<file path="config.mk">
export PLATFORM = sky130hd
export DESIGN_NAME = sqw_clkout
export DESIGN_NICKNAME = d
export VERILOG_FILES = /design/src/rtl/sqw_pkg.sv /design/src/rtl/sqw_prescale.sv /design/src/rtl/sqw_reload_ctr.sv /design/src/rtl/sqw_toggle.sv /design/src/rtl/sqw_clkout.sv
export SDC_FILE = /design/constraint.sdc
export NUM_CORES = 1
export LEC_CHECK = 0
export BUFFER_PORTS_ARGS = -buffer_cell sky130_fd_sc_hd__buf_2
export CAP_MARGIN = 20
export CORE_UTILIZATION = 38
export CTS_BUF_LIST = sky130_fd_sc_hd__clkbuf_8
export CTS_CLUSTER_SIZE = 16
export DETAILED_ROUTE_END_ITERATION = 7
export HOLD_SLACK_MARGIN = 0.12
export MAX_ROUTING_LAYER = met4
export SYNTH_ARGS = -nofsm -noshare
export SYNTH_HDL_FRONTEND = slang
export SYNTH_SLANG_ARGS = --single-unit
export TNS_END_PERCENT = 30
</file>
<file path="constraint.sdc">
create_clock -name clk -period 1.95 [get_ports clk]
set_clock_uncertainty 0.05 [all_clocks]
set_input_delay 0.195 -clock clk [delete_from_list [all_inputs] [get_ports clk]]
set_output_delay 0.195 -clock clk [all_outputs]
set_load 0.005 [all_outputs]
</file>
<file path="src/rtl/sqw_pkg.sv">
// Package: shared constants and types of the square-wave clock generator.
// Assumes nothing beyond IEEE 1800-2017.
package sqw_pkg;

    // Default counter width and system clocks per count step
    localparam int SQW_CNT_W   = 16;
    localparam int SQW_PRE_DIV = 2;

    // Timer/counter select encoding
    typedef enum logic {
        SEL_TIMER   = 1'b0,
        SEL_COUNTER = 1'b1
    } cnt_sel_e;

endpackage

</file>
<file path="src/rtl/sqw_prescale.sv">
// Module: sqw_prescale
// Divides the system clock so that one advance strobe appears every DIV
// clocks while the enable is high. The phase holds while the enable is low.
// Assumes DIV >= 2 and a synchronous active-low reset.
module sqw_prescale #(
    parameter int DIV = 2
) (
    input  logic clk,
    input  logic rst_n,
    input  logic en,
    output logic tick
);

    localparam int PW = (DIV > 2) ? $clog2(DIV) : 1;
    localparam logic [PW-1:0] LAST = PW'(DIV - 1);

    logic [PW-1:0] phase;

    // Phase counter: steps only while enabled, wraps at DIV-1
    always_ff @(posedge clk) begin
        if (!rst_n) begin
            phase <= '0;
        end else if (en) begin
            if (phase == LAST) begin
                phase <= '0;
            end else begin
                phase <= phase + PW'(1);
            end
        end
    end

    // Advance strobe on the last phase of each step
    always_comb begin
        tick = en && (phase == LAST);
    end

    // two strobes are never adjacent
    a_r4_tick_spacing: assert property (@(posedge clk) disable iff (!rst_n)
        tick |=> !tick);

endmodule

</file>
<file path="src/rtl/sqw_reload_ctr.sv">
// Module: sqw_reload_ctr
// Up-counter with a stored reload value. On an advance strobe at all-ones
// the counter loads the stored value and raises a one-cycle wrap pulse.
// A write stores a new reload value. When preset is allowed, the write also
// loads the counter directly. Assumes preset_ok and tick are never high
// together: the top only allows preset while stopped.
module sqw_reload_ctr #(
    parameter int W = 16
) (
    input  logic         clk,
    input  logic         rst_n,
    input  logic         tick,
    input  logic         wr,
    input  logic [W-1:0] wdata,
    input  logic         preset_ok,
    output logic [W-1:0] count,
    output logic         wrap
);

    localparam logic [W-1:0] ALL_ONES = {W{1'b1}};

    logic [W-1:0] reload_q;
    logic         at_top;

    // Reload storage: written whenever the strobe is high
    always_ff @(posedge clk) begin
        if (!rst_n) begin
            reload_q <= '0;
        end else if (wr) begin
            reload_q <= wdata;
        end
    end

    // Detect the all-ones state of the counter
    always_comb begin
        at_top = (count == ALL_ONES);
    end

    // Wrap pulse: an advance strobe arriving at all-ones
    always_comb begin
        wrap = tick && at_top;
    end

    // Counter: preset while stopped, otherwise advance or reload on strobe
    always_ff @(posedge clk) begin
        if (!rst_n) begin
            count <= '0;
        end else if (wr && preset_ok) begin
            count <= wdata;
        end else if (tick) begin
            if (at_top) begin
                count <= reload_q;
            end else begin
                count <= count + W'(1);
            end
        end
    end

    // a wrap loads the value stored before that edge
    a_r4_wrap_load: assert property (@(posedge clk) disable iff (!rst_n)
        wrap |=> (count == $past(reload_q)));

    // without a strobe or a preset, the count holds
    a_r5_hold: assert property (@(posedge clk) disable iff (!rst_n)
        (!tick && !(wr && preset_ok)) |=> $stable(count));

    // a strobe that is not a wrap moves the count by one
    a_r6_step: assert property (@(posedge clk) disable iff (!rst_n)
        (tick && !at_top) |=> (count == $past(count) + W'(1)));

    // Interface assumption: preset and advance never coincide
    a_r7_preset_idle: assert property (@(posedge clk) disable iff (!rst_n)
        preset_ok |-> !tick);

endmodule

</file>
<file path="src/rtl/sqw_toggle.sv">
// Module: sqw_toggle
// Toggle stage for the output pin. It flips on each wrap while clock-out
// mode is on, and it is held cleared while the mode is off. The pin level
// is gated with the mode, so it drops in the same cycle the mode turns off.
// Assumes a synchronous active-low reset.
module sqw_toggle (
    input  logic clk,
    input  logic rst_n,
    input  logic mode_on,
    input  logic wrap,
    output logic pin
);

    logic level_q;

    // Toggle flip-flop: flips on a wrap, cleared outside clock-out mode
    always_ff @(posedge clk) begin
        if (!rst_n) begin
            level_q <= 1'b0;
        end else if (!mode_on) begin
            level_q <= 1'b0;
        end else if (wrap) begin
            level_q <= !level_q;
        end
    end

    // Pin drive: low whenever the mode is off
    always_comb begin
        pin = level_q && mode_on;
    end

    // the stage is cleared one edge after the mode is off
    a_r2_off_clear: assert property (@(posedge clk) disable iff (!rst_n)
        !mode_on |=> !level_q);

    // every wrap in clock-out mode flips the stage
    a_r3_flip: assert property (@(posedge clk) disable iff (!rst_n)
        (mode_on && wrap) |=> (level_q != $past(level_q)));

    // with no wrap in clock-out mode the stage holds
    a_r5_level_hold: assert property (@(posedge clk) disable iff (!rst_n)
        (mode_on && !wrap) |=> $stable(level_q));

endmodule

</file>
<file path="src/rtl/sqw_clkout.sv">
// Module: sqw_clkout (top)
// Programmable square-wave clock generator. A prescaled auto-reload counter
// drives a toggle stage on the output pin. The pin frequency is
// f_clk / (2*DIV*(2^W - reload)), which is f_clk / (4*(65536 - reload))
// with the default parameters. Wraps set the overflow flag only when
// clock-out mode is off. Counter mode (ct_sel = 1) leaves the count parked.
// Assumes all inputs are synchronous to clk.
module sqw_clkout
    import sqw_pkg::*;
#(
    parameter int CNT_W   = SQW_CNT_W,
    parameter int PRE_DIV = SQW_PRE_DIV
) (
    input  logic             clk,
    input  logic             rst_n,
    input  logic             run,
    input  logic             ct_sel,
    input  logic             out_en,
    input  logic             reload_wr,
    input  logic [CNT_W-1:0] reload_din,
    output logic             clk_out,
    output logic [CNT_W-1:0] count,
    output logic             ovf_flag,
    input  logic             flag_clr
);

    cnt_sel_e sel;
    logic     timer_sel;
    logic     mode_on;
    logic     adv_en;
    logic     tick;
    logic     wrap;

    // Mode decode from the control bits
    always_comb begin
        sel       = cnt_sel_e'(ct_sel);
        timer_sel = (sel == SEL_TIMER);
        mode_on   = timer_sel && out_en;
        adv_en    = timer_sel && run;
    end

    sqw_prescale #(
        .DIV (PRE_DIV)
    ) u_pre (
        .clk   (clk),
        .rst_n (rst_n),
        .en    (adv_en),
        .tick  (tick)
    );

    sqw_reload_ctr #(
        .W (CNT_W)
    ) u_ctr (
        .clk       (clk),
        .rst_n     (rst_n),
        .tick      (tick),
        .wr        (reload_wr),
        .wdata     (reload_din),
        .preset_ok (!run),
        .count     (count),
        .wrap      (wrap)
    );

    sqw_toggle u_tog (
        .clk     (clk),
        .rst_n   (rst_n),
        .mode_on (mode_on),
        .wrap    (wrap),
        .pin     (clk_out)
    );

    // Overflow flag: set by wraps outside clock-out mode, set wins over clear
    always_ff @(posedge clk) begin
        if (!rst_n) begin
            ovf_flag <= 1'b0;
        end else if (wrap && !mode_on) begin
            ovf_flag <= 1'b1;
        end else if (flag_clr) begin
            ovf_flag <= 1'b0;
        end
    end

    // clock-out mode never raises the flag
    a_r8_no_overflow: assert property (@(posedge clk) disable iff (!rst_n)
        mode_on |=> !$rose(ovf_flag));

    // counter mode parks the count unless a preset lands
    a_r9_park: assert property (@(posedge clk) disable iff (!rst_n)
        (ct_sel && !reload_wr) |=> $stable(count));

    // pin is low in counter mode
    a_r9_pin_low: assert property (@(posedge clk) disable iff (!rst_n)
        ct_sel |-> !clk_out);

endmodule

</file>
==> flow_summary_export.csv <==
group,metric,value,unit
status,outcome,"completed",
floorplan,start_util,40.5,%
setup_path,reg2regPathDepth,5,
timing,max_freq,548,MHz
power_and_ir_drop,p_comb_share,14.8,%
logic_synthesis,syn_avg_cell_area,8.72,µm²
cells_and_area,area_delta_synth_final,25.6,%
placement,io_buffers,40,
placement,dp_hpwl,3500,µm
timing,hold_viol,0,
global_route,grt_util_all_layers,20.5,%
timing,fin_crit,1.82,ns
global_route,grt_max_degree,23,
logic_synthesis,synth_nets,232,
min_path,hold_depth,3,
logic_synthesis,synth_cell_types,38,
clock_tree,h-tree-depth,2,
logic_synthesis,synth.cell_area,1810,µm²
timing,timing.max_slew.rel_slack,71.1,%
setup_path,cpPeakStageDelay,0.48,ns
setup_path,worstSetupEndpointType,"flip-flop",
setup_path,cp_top_family,"simple AND/OR/NAND/NOR gates",
drt,drt_iter0_markers,103,
min_path,hold_class,"in2reg",
timing,fin_crit_sh,93.6,%
drt,drc,0,
global_route,grt_pass1_wl,7910,µm
setup_path,path_max_fanout,6,
floorplan,core-area,4470,µm²
logic_synthesis,synth_ff_type,"dfxtp_1",
logic_synthesis,yosysWarningCount,0,
setup_path,cpMaxStageDelayCell,"dfxtp_1",
drt,viasPerCell,5.41,
setup_path,r2r_start,"u_ctr.count[8]$_SDFFE_PN0P_",
cells_and_area,layout_commonest_cell,"buf_2",
global_route,grt_pass1_vias,1639,
setup_path,crit_chain,"nand4_4 > nor4_4 > buf_4 > a21oi_1 > o41ai_1",
floorplan,fp.dieW,71.1,µm
drt,vias,1731,
clock_tree,cts_inserted_buffers,5,
logic_synthesis,synth-async-reset-ratio,0,%
setup_path,worst-setup-path-type,"reg2reg",
floorplan,num_io_pins,41,
setup_path,regToRegSetupSlack,0.13,ns
logic_synthesis,ys_seq_elements,35,
drt,routed_wl,4710,µm
timing,rsz0062_at_grt,"true",
cells_and_area,drive_above_1_share,26.9,%
cells_and_area,fillCellCount,434,
drt,wl_per_cell,14.7,µm
clock_tree,cts_root_buf,"clkbuf_8",
floorplan,dieArea,5050,µm²
min_path,min_to,"ovf_flag$_SDFFE_PN0P_",
global_route,antenna_found_initial,0,
setup_path,arrival,1.95,ns
drt,first_pass_iters,6,
floorplan,die_height,71.1,µm
clock_tree,cts_resized,0,
power_and_ir_drop,power.net_switching,398,µW
logic_synthesis,synth_edf_count,0,
setup_path,cp.required,2.07,ns
logic_synthesis,synth_cells,208,
setup_path,cp_num_cells,5,
setup_path,reg2reg_to,"u_ctr.count[14]$_SDFFE_PN0P_",
logic_synthesis,synth_sequential_area_ratio,38.6,%
timing,final_max_slew_viol_count,0,
placement,dp.cells,310,
timing,hold_slack,0.116,ns
clock_tree,clockBufferDepth,2,
clock_tree,cts_setup_buffers,0,
floorplan,num_rows,24,
cells_and_area,layout_common_cells,"buf_2, nor2_1, dfxtp_1, mux2i_1, buf_4",
clock_tree,numClockSinks,35,
timing,setup_viol,0,
setup_path,start_kind,"flip-flop",
cells_and_area,final_util,50.9,%
power_and_ir_drop,cellLeakagePower,0.00107,µW
global_route,grt_overflow,0,
clock_tree,clock_latency,0.28,ns
min_path,hp-start,"flag_clr",
clock_tree,cts_tree,"built",
power_and_ir_drop,clkPwrFrac,32.9,%
timing,tightest_slew,0.429,ns
placement,gp_congestion,0.899,
power_and_ir_drop,netSwitchingFraction,26.5,%
clock_tree,clkTransAtPathRegs,0.07,ns
power_and_ir_drop,p_seq_share,52.3,%
cells_and_area,num-nets-final,291,
cells_and_area,num_antenna_cells,0,
setup_path,path_buf_inv,1,
power_and_ir_drop,irDropWorstVdd,0.360,mV
flow_run,maxCapViolCount,0,
cells_and_area,instances_no_fill,320,
power_and_ir_drop,p_int,1100,µW
power_and_ir_drop,p_per_area,659,nW/µm²
drt,ant_nets,0,
[metrics by stage]
stage                     total power (µW)  setup TNS [ns]  setup slack (ns)  area, µm²
after global routing                  1580         -0.0418           -0.0281       2280
after floorplan                        922               0             0.167       1810
final                                 1500               0             0.125       2280
after detailed placement              1020               0             0.125       2180
after global placement                1020               0             0.154       2180
after CTS                             1510               0             0.111       2280
[layer usage]
| metal | global-route usage (%) | vias up | wire length (µm) |
|---|---|---|---|
| met5 | - | - | 0 |
| met4 | 6.89 | 0 | 59 |
| met3 | 3.85 | 6 | 250 |
| met2 | 32.6 | 50 | 2140 |
| met1 | 26.3 | 805 | 2250 |
| li1 | - | 870 | - |
[tightest hold or removal path, cell delays in order]
cell      delay (ns)
buf_2           0.07
nand2b_1        0.08
a21oi_1         0.05
[synthesized netlist by cell type, types with 4 or more instances]
library cell	count	area share (%)
nand3_1	7	1.9
inv_1	5	1.0
xnor2_1	6	2.9
nor2_1	35	7.2
a221oi_1	8	3.9
dfxtp_1	35	39
and3_1	6	2.1
nand2_1	11	2.3
nor4_1	4	1.4
xor2_1	6	2.9
clkbuf_1	6	1.2
mux2i_1	21	12
nor3_1	5	1.4
a21oi_1	12	3.3
[worst max-delay path by stage]
stage / from / endpoint / slack (ns)
floorplan: u_ctr.count[0]$_SDFFE_PN0P_ / u_ctr.count[13]$_SDFFE_PN0P_ / 0.17
global placement: u_ctr.count[8]$_SDFFE_PN0P_ / u_ctr.count[14]$_SDFFE_PN0P_ / 0.15
detailed placement: u_ctr.count[8]$_SDFFE_PN0P_ / u_ctr.count[14]$_SDFFE_PN0P_ / 0.13
CTS: u_ctr.count[8]$_SDFFE_PN0P_ / u_ctr.count[14]$_SDFFE_PN0P_ / 0.11
global route: u_ctr.count[0]$_SDFFE_PN0P_ / u_ctr.count[13]$_SDFFE_PN0P_ / -0.03
finish: u_ctr.count[8]$_SDFFE_PN0P_ / u_ctr.count[14]$_SDFFE_PN0P_ / 0.13
[power groups by stage]
stage / Clock [µW] / Combinational [µW] / Sequential (µW)
3_3_place_gp: 0 / 218 / 801
4_1_cts: 501 / 224 / 785
5_1_grt: 540 / 246 / 789
6_report: 494 / 222 / 786
2_1_floorplan: 0 / 121 / 801
3_5_place_dp: 0 / 219 / 801
[logic make-up after synthesis]
group | share of synthesized area [%]
compound gates | 14.4
simple gates | 24.3
flops | 38.6
buf+inv | 4.55
fa+ha+maj | 0.690
mux | 11.6
xor+xnor | 5.79
[flip-flops by register name, summed over array words and instances, names as in the netlist]
signal / count
ovf_flag: 1
u_ctr.count: 16
u_pre.phase: 1
u_tog.level_q: 1
u_ctr.reload_q: 16
[layout make-up]
class	count	area (µm²)	area share (%)
clock buffers	5	68.8	3.02
repair buffers	63	378	16.6
well taps	52	65.1	2.86
multi-input cells	156	1030	45.2
flip-flops and latches	35	701	30.8
clock inverters	3	12.5	0.549
inverters	6	22.5	0.988
[repair_timing]
item	CTS	global route
setup endpoints to repair	0	2
hold buffers	2	0
hold endpoints to repair	2	0
(Power assumes the default switching activity.)
